### src/rtl/shifter_pkg.sv
package shifter_pkg;

  typedef enum logic [1:0] {
    SH_LSL = 2'b00,
    SH_LSR = 2'b01,
    SH_ASR = 2'b10,
    SH_ROR = 2'b11
  } shift_op_e;

  // How the decoded amount is to be applied to the operand
  typedef enum logic [2:0] {
    AK_PASS = 3'd0,  // no movement, carry from flag
    AK_CORE = 3'd1,  // ordinary shift by 1..width-1
    AK_FULL = 3'd2,  // full-width shift (or arithmetic saturation)
    AK_OVER = 3'd3,  // logical shift beyond full width
    AK_RRX  = 3'd4,  // one-bit rotate through carry
    AK_WRAP = 3'd5   // rotate by nonzero multiple of width
  } amt_kind_e;

endpackage

### src/rtl/sr_amount_decode.sv
module sr_amount_decode
  import shifter_pkg::*;
#(
  parameter int DATA_W    = 32,
  parameter int REG_AMT_W = 8,
  localparam int SH_W     = $clog2(DATA_W)
) (
  input  shift_op_e            op,
  input  logic                 from_reg,
  input  logic [SH_W-1:0]      imm_amt,
  input  logic [REG_AMT_W-1:0] reg_byte,
  output amt_kind_e            kind,
  output logic [SH_W-1:0]      core_amt
);

  localparam logic [REG_AMT_W-1:0] FULL_AMT = REG_AMT_W'(DATA_W);

  logic byte_low_zero;
  assign byte_low_zero = (reg_byte[SH_W-1:0] == '0);

  always_comb begin
    kind     = AK_CORE;
    core_amt = '0;
    if (from_reg) begin
      core_amt = reg_byte[SH_W-1:0];
      if (reg_byte == '0) begin
        kind = AK_PASS;
      end else if (op == SH_ROR) begin
        kind = byte_low_zero ? AK_WRAP : AK_CORE;
      end else if (reg_byte < FULL_AMT) begin
        kind = AK_CORE;
      end else if (reg_byte == FULL_AMT || op == SH_ASR) begin
        kind = AK_FULL;
      end else begin
        kind = AK_OVER;
      end
    end else begin
      core_amt = imm_amt;
      if (imm_amt == '0) begin
        unique case (op)
          SH_LSL:  kind = AK_PASS;
          SH_ROR:  kind = AK_RRX;
          default: kind = AK_FULL;
        endcase
      end
    end
  end

endmodule

### src/rtl/sr_shift_core.sv
module sr_shift_core #(
  parameter int DATA_W = 32,
  localparam int SH_W  = $clog2(DATA_W)
) (
  input  logic [DATA_W-1:0] data_in,
  input  logic [SH_W-1:0]   amt,
  input  logic              fill_bit,
  input  logic              rotate,
  input  logic              guard_in,
  output logic [DATA_W-1:0] data_out,
  output logic              guard_out
);

  // Right-moving logarithmic network; the guard bit records the last bit
  // pushed out of the bottom, which becomes the shifter carry.
  logic [DATA_W-1:0] stage_d [SH_W+1];
  logic              stage_g [SH_W+1];

  assign stage_d[0] = data_in;
  assign stage_g[0] = guard_in;

  for (genvar k = 0; k < SH_W; k++) begin : g_stage
    localparam int STEP = 1 << k;
    logic [STEP-1:0] top_fill;
    assign top_fill = rotate ? stage_d[k][STEP-1:0] : {STEP{fill_bit}};
    assign stage_d[k+1] = amt[k] ? {top_fill, stage_d[k][DATA_W-1:STEP]}
                                 : stage_d[k];
    assign stage_g[k+1] = amt[k] ? stage_d[k][STEP-1] : stage_g[k];
  end

  assign data_out  = stage_d[SH_W];
  assign guard_out = stage_g[SH_W];

endmodule

### src/rtl/sr_result_select.sv
module sr_result_select
  import shifter_pkg::*;
#(
  parameter int DATA_W = 32
) (
  input  amt_kind_e         kind,
  input  shift_op_e         op,
  input  logic [DATA_W-1:0] operand,
  input  logic              carry_in,
  input  logic [DATA_W-1:0] core_res,
  input  logic              core_carry,
  output logic [DATA_W-1:0] res,
  output logic              carry
);

  logic msb;
  assign msb = operand[DATA_W-1];

  always_comb begin
    res   = core_res;
    carry = core_carry;
    unique case (kind)
      AK_PASS: begin
        res   = operand;
        carry = carry_in;
      end
      AK_FULL: begin
        res   = (op == SH_ASR) ? {DATA_W{msb}} : '0;
        carry = (op == SH_LSL) ? operand[0] : msb;
      end
      AK_OVER: begin
        res   = '0;
        carry = 1'b0;
      end
      AK_RRX: begin
        res   = {carry_in, operand[DATA_W-1:1]};
        carry = operand[0];
      end
      AK_WRAP: begin
        res   = operand;
        carry = msb;
      end
      default: begin
        res   = core_res;
        carry = core_carry;
      end
    endcase
  end

endmodule

### src/rtl/operand_shifter.sv
module operand_shifter
  import shifter_pkg::*;
#(
  parameter int DATA_W    = 32,
  parameter int REG_AMT_W = 8,
  localparam int SH_W     = $clog2(DATA_W)
) (
  input  logic              clk,
  input  logic              rst,
  input  logic [DATA_W-1:0] operand_i,
  input  logic [1:0]        shift_op_i,
  input  logic              amt_from_reg_i,
  input  logic [SH_W-1:0]   imm_amt_i,
  input  logic [DATA_W-1:0] reg_amt_i,
  input  logic              carry_i,
  output logic [DATA_W-1:0] result_o,
  output logic              carry_o
);

  localparam logic [REG_AMT_W-1:0] FULL_AMT = REG_AMT_W'(DATA_W);

  shift_op_e op;
  assign op = shift_op_e'(shift_op_i);

  // Register bits above the amount byte take no part in the shift
  logic [DATA_W-REG_AMT_W-1:0] amt_hi_unused;
  assign amt_hi_unused = reg_amt_i[DATA_W-1:REG_AMT_W];

  amt_kind_e       kind;
  logic [SH_W-1:0] core_amt;

  sr_amount_decode #(.DATA_W(DATA_W), .REG_AMT_W(REG_AMT_W)) u_decode (
    .op       (op),
    .from_reg (amt_from_reg_i),
    .imm_amt  (imm_amt_i),
    .reg_byte (reg_amt_i[REG_AMT_W-1:0]),
    .kind     (kind),
    .core_amt (core_amt)
  );

  // Left shifts run through the right-moving core on a mirrored operand
  logic [DATA_W-1:0] mirror_in, mirror_out, core_in, core_out, core_res;
  for (genvar i = 0; i < DATA_W; i++) begin : g_mirror
    assign mirror_in[i]  = operand_i[DATA_W-1-i];
    assign mirror_out[i] = core_out[DATA_W-1-i];
  end

  logic is_left, core_carry;
  assign is_left = (op == SH_LSL);
  assign core_in = is_left ? mirror_in : operand_i;

  sr_shift_core #(.DATA_W(DATA_W)) u_core (
    .data_in   (core_in),
    .amt       (core_amt),
    .fill_bit  ((op == SH_ASR) & operand_i[DATA_W-1]),
    .rotate    (op == SH_ROR),
    .guard_in  (carry_i),
    .data_out  (core_out),
    .guard_out (core_carry)
  );

  assign core_res = is_left ? mirror_out : core_out;

  logic [DATA_W-1:0] next_res;
  logic              next_carry;

  sr_result_select #(.DATA_W(DATA_W)) u_select (
    .kind       (kind),
    .op         (op),
    .operand    (operand_i),
    .carry_in   (carry_i),
    .core_res   (core_res),
    .core_carry (core_carry),
    .res        (next_res),
    .carry      (next_carry)
  );

  always_ff @(posedge clk) begin
    if (rst) begin
      result_o <= '0;
      carry_o  <= 1'b0;
    end else begin
      result_o <= next_res;
      carry_o  <= next_carry;
    end
  end

  AST_RESET_CLEAR: assert property (@(posedge clk) rst |=> (result_o == '0 && !carry_o));

  AST_REG_ZERO_PASS: assert property (@(posedge clk) disable iff (rst)
    (amt_from_reg_i && reg_amt_i[REG_AMT_W-1:0] == '0)
    |=> (result_o == $past(operand_i) && carry_o == $past(carry_i)));

  AST_IMM_LSR_ZERO: assert property (@(posedge clk) disable iff (rst)
    (!amt_from_reg_i && imm_amt_i == '0 && shift_op_i == 2'b01)
    |=> (result_o == '0 && carry_o == $past(operand_i[DATA_W-1])));

  AST_IMM_RRX: assert property (@(posedge clk) disable iff (rst)
    (!amt_from_reg_i && imm_amt_i == '0 && shift_op_i == 2'b11)
    |=> (result_o == {$past(carry_i), $past(operand_i[DATA_W-1:1])}
         && carry_o == $past(operand_i[0])));

  AST_LOGIC_OVER: assert property (@(posedge clk) disable iff (rst)
    (amt_from_reg_i && reg_amt_i[REG_AMT_W-1:0] > FULL_AMT && !shift_op_i[1])
    |=> (result_o == '0 && !carry_o));

  AST_ASR_SAT: assert property (@(posedge clk) disable iff (rst)
    (amt_from_reg_i && reg_amt_i[REG_AMT_W-1:0] >= FULL_AMT && shift_op_i == 2'b10)
    |=> (result_o == {DATA_W{$past(operand_i[DATA_W-1])}}
         && carry_o == $past(operand_i[DATA_W-1])));

endmodule

### config.mk
export PLATFORM = sky130hd
export DESIGN_NAME = operand_shifter
export DESIGN_NICKNAME = d
export VERILOG_FILES = /design/src/rtl/shifter_pkg.sv /design/src/rtl/sr_amount_decode.sv /design/src/rtl/sr_shift_core.sv /design/src/rtl/sr_result_select.sv /design/src/rtl/operand_shifter.sv
export SDC_FILE = /design/constraint.sdc
export NUM_CORES = 1
export LEC_CHECK = 0
export BUFFER_PORTS_ARGS = -buffer_cell sky130_fd_sc_hd__buf_4
export CAP_MARGIN = 20
export CORE_MARGIN = 1.5
export CORE_UTILIZATION = 40
export DETAILED_ROUTE_END_ITERATION = 8
export HOLD_SLACK_MARGIN = 0.1
export SETUP_SLACK_MARGIN = 0.02
export SLEW_MARGIN = 25
export SYNTH_ARGS = -nofsm -noshare
export SYNTH_HDL_FRONTEND = slang
export SYNTH_SLANG_ARGS = --single-unit
export TNS_END_PERCENT = 10
### constraint.sdc
create_clock -name clk -period 7.3 [get_ports clk]
set_input_delay 0.73 -clock clk [delete_from_list [all_inputs] [get_ports clk]]
set_output_delay 0.73 -clock clk [all_outputs]
set_load 0.1 [all_outputs]
==> reports/summary.txt, run 1 <==
Mean Syn Cell Area = 8.07 µm²
Area growth syn-to-layout = 17.3%
post-synthesis compound-gate area fraction = 41.2%
FF+latch area = 661 µm²
initial antenna violation count = 0
Post-synth EDFFs = 0
DIE WIDTH = 110 µm
Yosys top cell area share = 14.4%
PnR Total Power = 0.00111 W
clk sinks = 33
Post-DRT Antenna Nets = 0
GR Overflow Total = 0
CTS tree = yes
I/O pin cnt = 108
largest family of logic cells by synthesized area = compound AO/OA/AOI/OAI gates
nets@finish = 688
Tcrit/Tclk final = 53.0%
Max Cap Viol = 0
cell area after layout = 5370 µm²
RSZ-0062 raised after global routing = false
share of layout cells above drive strength 1 = 27.0%
dpl ws = 3.21 ns
HP Class = input port to flip-flop
fin util = 48.9%
area of the multi-input gates = 3670 µm²
Rel. slew slack = 35.2%
ys flop type = dfxtp_1
Detailed Routing Iterations Pass 1 = 6
htree depth = 2
syn nets = 647
warnings from Yosys = 0
top cells by area, synth = dfxtp_1, mux4_2, a21oi_1
Max Freq = 259 MHz
first-pass GRT wire length = 31,800 µm
Post-CTS Hold Buffers = 0
Vias = 5,674
routed wire length = 21,300 µm
Post-CTS Setup Repair Bufs = 0
Cell Pwr Density = 207 nW/µm²
hpwl dp = 16,000 µm
routability cong. = 1.10
VDD IR max = 0.000153 V
Post-CTS Resized = 0
drc violations = 0
input/output buffers = 83
hold path startpoint = rst
Worst-Margin Slew = 0.953 ns
# diodes = 0
CP required = 7.46 ns
placed cell areas = 5180 µm²
Synth area leader = dfxtp_1
Leak = 1.96 nW
multiplexer area fraction after synthesis = 23.1%
clock buffer count from CTS = 5
status = finished clean
routed len/inst = 28.3 µm
Synth Area in Simple Gates = 14.4%
Synth Area in Adders = 1.09%
GRT Total Usage = 35.9%
FFs w/ async S/R, synth = 0%
Crit. End Element = flip-flop
DRT iter0 DRCs = 921
Crit path arrival time = 4.03 ns
Syn Inst Count = 568
die area = 12,100 µm²
Die Y = 110 µm
Fillers = 1,054
core area = 11,000 µm²
Vias per Instance = 7.57
Rows = 38
CP Class = input port to flip-flop
startpoint types = input port
Initial Utilization = 41.7%
Seq/Total Area, Yosys = 14.4%
Setup crit start = shift_op_i[0]
Slew Viols, Final = 0
vias in the first global route = 5,125
PnR worst setup slack = 3.43 ns
setup TNS = 0 ns
Root Buffer = clkbuf_16
Final Hold Vio Count = 0
largest net degree at the start of global routing = 36
Clock Tree Buf Depth = 2
Synth Area in XOR/XNOR = 0%
final period demand of the worst path = 3.87 ns
Distinct cells, synth = 66
Worst-path clk slew = 0.05 ns
register bit total from synthesis = 33
largest fanout on the critical path = 35
final setup violation count = 0
Syn Std Cell Area = 4580 µm²
-- cell families after synthesis --
kind of cell	Yosys count
flops	33
simple gates	145
fa+ha+maj	4
mux	65
compound gates	263
buf+inv	58
-- report_power, final --
part | total [W] | internal [W] | switching, W | leakage (nW)
sequential | 0.000207 | 0.000201 | 0.00000574 | 0.274
combinational | 0.000636 | 0.000184 | 0.000452 | 1.59
clock | 0.000272 | 0.000195 | 0.0000768 | 0.0938
total | 0.00111 | 0.000580 | 0.000535 | 1.96
-- cell type report --
cell class | instances | area share [%]
clock buffer | 5 | 2.33
sequential | 33 | 12.3
multi-input combinational | 477 | 68.3
tap | 140 | 3.26
clock inverter | 3 | 1.21
timing repair buffer | 88 | 12.3
inverter | 4 | 0.279
-- layer usage --
| layer | up-vias | global-route usage, % | wire, µm |
|---|---|---|---|
| met1 | 2696 | 51.6 | 8240 |
| met2 | 488 | 53.4 | 9130 |
| met3 | 60 | 6.88 | 2990 |
| met4 | 0 | 12.9 | 898 |
| met5 | - | 0 | 0 |
| li1 | 2430 | - | - |
-- Yosys cell counts (4+ instances only) --
master / n
nor2_1: 56
a21oi_1: 49
nand2_1: 37
clkbuf_1: 34
dfxtp_1: 33
o22ai_1: 33
a22oi_1: 32
mux4_2: 29
o21ai_0: 25
a221oi_1: 19
mux2i_1: 19
o211ai_1: 14
o221a_2: 14
a211oi_1: 13
mux2_2: 13
nor3_1: 12
nand3_1: 11
buf_2: 10
a21o_1: 7
a221o_1: 7
buf_4: 7
a31oi_1: 6
nand4_1: 6
o31ai_1: 5
ha_1: 4
nor2b_1: 4
o21ai_1: 4
or3_1: 4
-- critical path, stage by stage --
cell	delay [ns]
buf_4	0.09
inv_1	0.05
ha_1	0.18
buf_4	0.27
inv_2	0.43
mux4_2	0.70
mux4_2	0.62
a221oi_2	0.41
a2111oi_0	0.13
o311a_1	0.39
-- metrics by stage --
stage | hold slack (ns) | cells
6_report | 0.914 | 750
5_1_grt | 0.933 | 750
4_1_cts | 0.911 | 750
3_5_place_dp | 1.20 | 742
3_3_place_gp | 1.19 | 742
2_1_floorplan | 0.990 | 568
-- flip-flops by register name, indices dropped and copies added, names as in the netlist --
register  cells
result_o     32
carry_o       1
-- placed cells by master, fill, tap and decap left out, drive strengths merged, types with 4 or more instances in the layout --
cell    instances
o22ai          33
dfxtp          33
o211ai         14
a21o            7
a221oi         20
nand3          11
nor3           13
a211oi         13
nand4           6
a21oi          49
ha              4
a221o           7
inv             4
o31ai           5
nor2           56
a31oi           6
nor2b           4
nand2          37
clkbuf          5
o21ai          29
or3             4
o221a          16
mux2i          22
mux2           14
a22oi          32
buf            88
mux4           29
-- worst paths after layout --
| check | end | slack (ns) | cells after the start |
|---|---|---|---|
| setup / recovery | result_o[3]$_SDFF_PP0_ | 3.43 | 10 |
| hold / removal | carry_o$_SDFF_PP0_ | 0.91 | 2 |
Note: power is estimated with default switching activity, not from simulation.
==> run 2: changes to the inputs <==
- clock period: 7.3 -> 3.7 ns (I/O delays scaled with it)
==> reports/summary.txt, run 2 (same netlist as run 1, synthesis figures left out) <==
Most flops, register = result_o
CP Class = input port to flip-flop
Crit. End Element = flip-flop
Worst-Margin Slew = 0.870 ns
initial antenna violation count = 0
Tcrit/Tclk final = 83.4%
Root Buffer = clkbuf_16
first-pass GRT wire length = 32,700 µm
Largest register FFs = 32
Crit path arrival time = 3.31 ns
DRT iter0 DRCs = 790
nets@finish = 706
Crit path largest cell delay = 0.56 ns
status = finished clean
CP Cell Sequence = buf_4, mux2_2, nand2_1, o22ai_1, a211oi_1, a221oi_1, a221oi_1, o221a_2
Post-CTS Resized = 0
most frequent cells in the layout = buf_4, nor2_1, a21oi_1, nand2_1
Cell Pwr Density = 382 nW/µm²
RSZ-0062 raised after global routing = false
clk sinks = 33
final setup violation count = 0
CTS tree = yes
hold_ws = 0.573 ns
Area growth syn-to-layout = 19.1%
Max Freq = 324 MHz
Fillers = 1,064
vias in the first global route = 5,404
Slew Viols, Final = 0
die area = 12,100 µm²
hold path depth = 2
startpoint types = input port
slowest CP cell = a211oi_1
VDD IR max = 0.000287 V
final period demand of the worst path = 3.09 ns
area of the multi-input gates = 3670 µm²
Final Hold Vio Count = 0
Leak = 2.02 nW
hpwl dp = 16,500 µm
GRT Total Usage = 36.9%
setup TNS = 0 ns
Post-DRT Antenna Nets = 0
Clock Tree Buf Depth = 2
Rows = 38
GR Overflow Total = 0
HP Class = input port to flip-flop
clock buffer count from CTS = 5
routed wire length = 21,500 µm
Post-CTS Hold Buffers = 0
Worst-path clk slew = 0.05 ns
DIE WIDTH = 110 µm
FF+latch area = 661 µm²
htree depth = 2
Vias per Instance = 7.52
largest fanout on the critical path = 18
I/O pin cnt = 108
Initial Utilization = 41.7%
Crit path top cell by count = a221oi_1
Vias = 5,779
Regs by FF count = result_o x32, carry_o x1
largest net degree at the start of global routing = 36
routed len/inst = 28.0 µm
Post-CTS Setup Repair Bufs = 0
drc violations = 0
core area = 11,000 µm²
input/output buffers = 83
commonest non-fill, non-tap cell in the layout = buf_4
CP required = 3.92 ns
Max Cap Viol = 0
Detailed Routing Iterations Pass 1 = 6
Die Y = 110 µm
Rel. slew slack = 41.6%
# diodes = 0
share of layout cells above drive strength 1 = 29.3%
routability cong. = 1.08
-- run 2: cell count changes in the layout (fill, tap and decap cells not counted), sizes merged --
cell | before | now
clkinv | 1 | 2
bufinv | 2 | 0
buf | 88 | 106
clkinvlp | 0 | 1
-- run 2: worst paths after layout --
kind | end | startpoint | slack, ns
hold / removal | carry_o$_SDFF_PP0_ | rst | 0.57
setup / recovery | result_o[25]$_SDFF_PP0_ | amt_from_reg_i | 0.61
-- run 2: layout make-up --
class | instances | area share, %
Clock buffer | 5 | 2.29
Clock inverter | 3 | 0.321
Inverter | 4 | 0.275
Multi-Input combinational cell | 477 | 67.2
Sequential cell | 33 | 12.1
Tap cell | 140 | 3.21
Timing Repair Buffer | 106 | 14.6
-- run 2: where the power goes --
group | internal [W] | total [W] | switching [W]
registers | 0.000397 | 0.000408 | 0.0000107
clock network | 0.000246 | 0.000402 | 0.000156
logic | 0.000376 | 0.00127 | 0.000898
-- run 2: routing by layer --
| layer | wire length, µm | vias up | GRT usage, % |
|---|---|---|---|
| li1 | - | 2464 | - |
| met1 | 8490 | 2754 | 52.1 |
| met2 | 8990 | 475 | 52.2 |
| met3 | 2850 | 86 | 8.88 |
| met4 | 1210 | 0 | 17.9 |
| met5 | 0 | - | 0 |
-- run 2: metrics by stage --
step	util [%]	cell area [µm²]	total power, W	setup slack (ns)	cells
3_3_place_gp	48.4	5310	0.00164	0.440	760
4_1_cts	49.7	5460	0.00205	0.705	768
2_1_floorplan	-	4580	0.00128	0.905	568
5_1_grt	49.7	5460	0.00217	0.541	768
3_5_place_dp	48.4	5310	0.00165	0.410	760
6_report	49.7	5460	0.00208	0.614	768
-- run 2: critical path, delay by kind of cell --
| family | cells | cell delay [ns] |
|---|---|---|
| and+or+nand+nor | 1 | 0.55 |
| AOI/OAI and AO/OA | 5 | 1.60 |
| muxes | 1 | 0.53 |
| buffers and inverters | 1 | 0.23 |
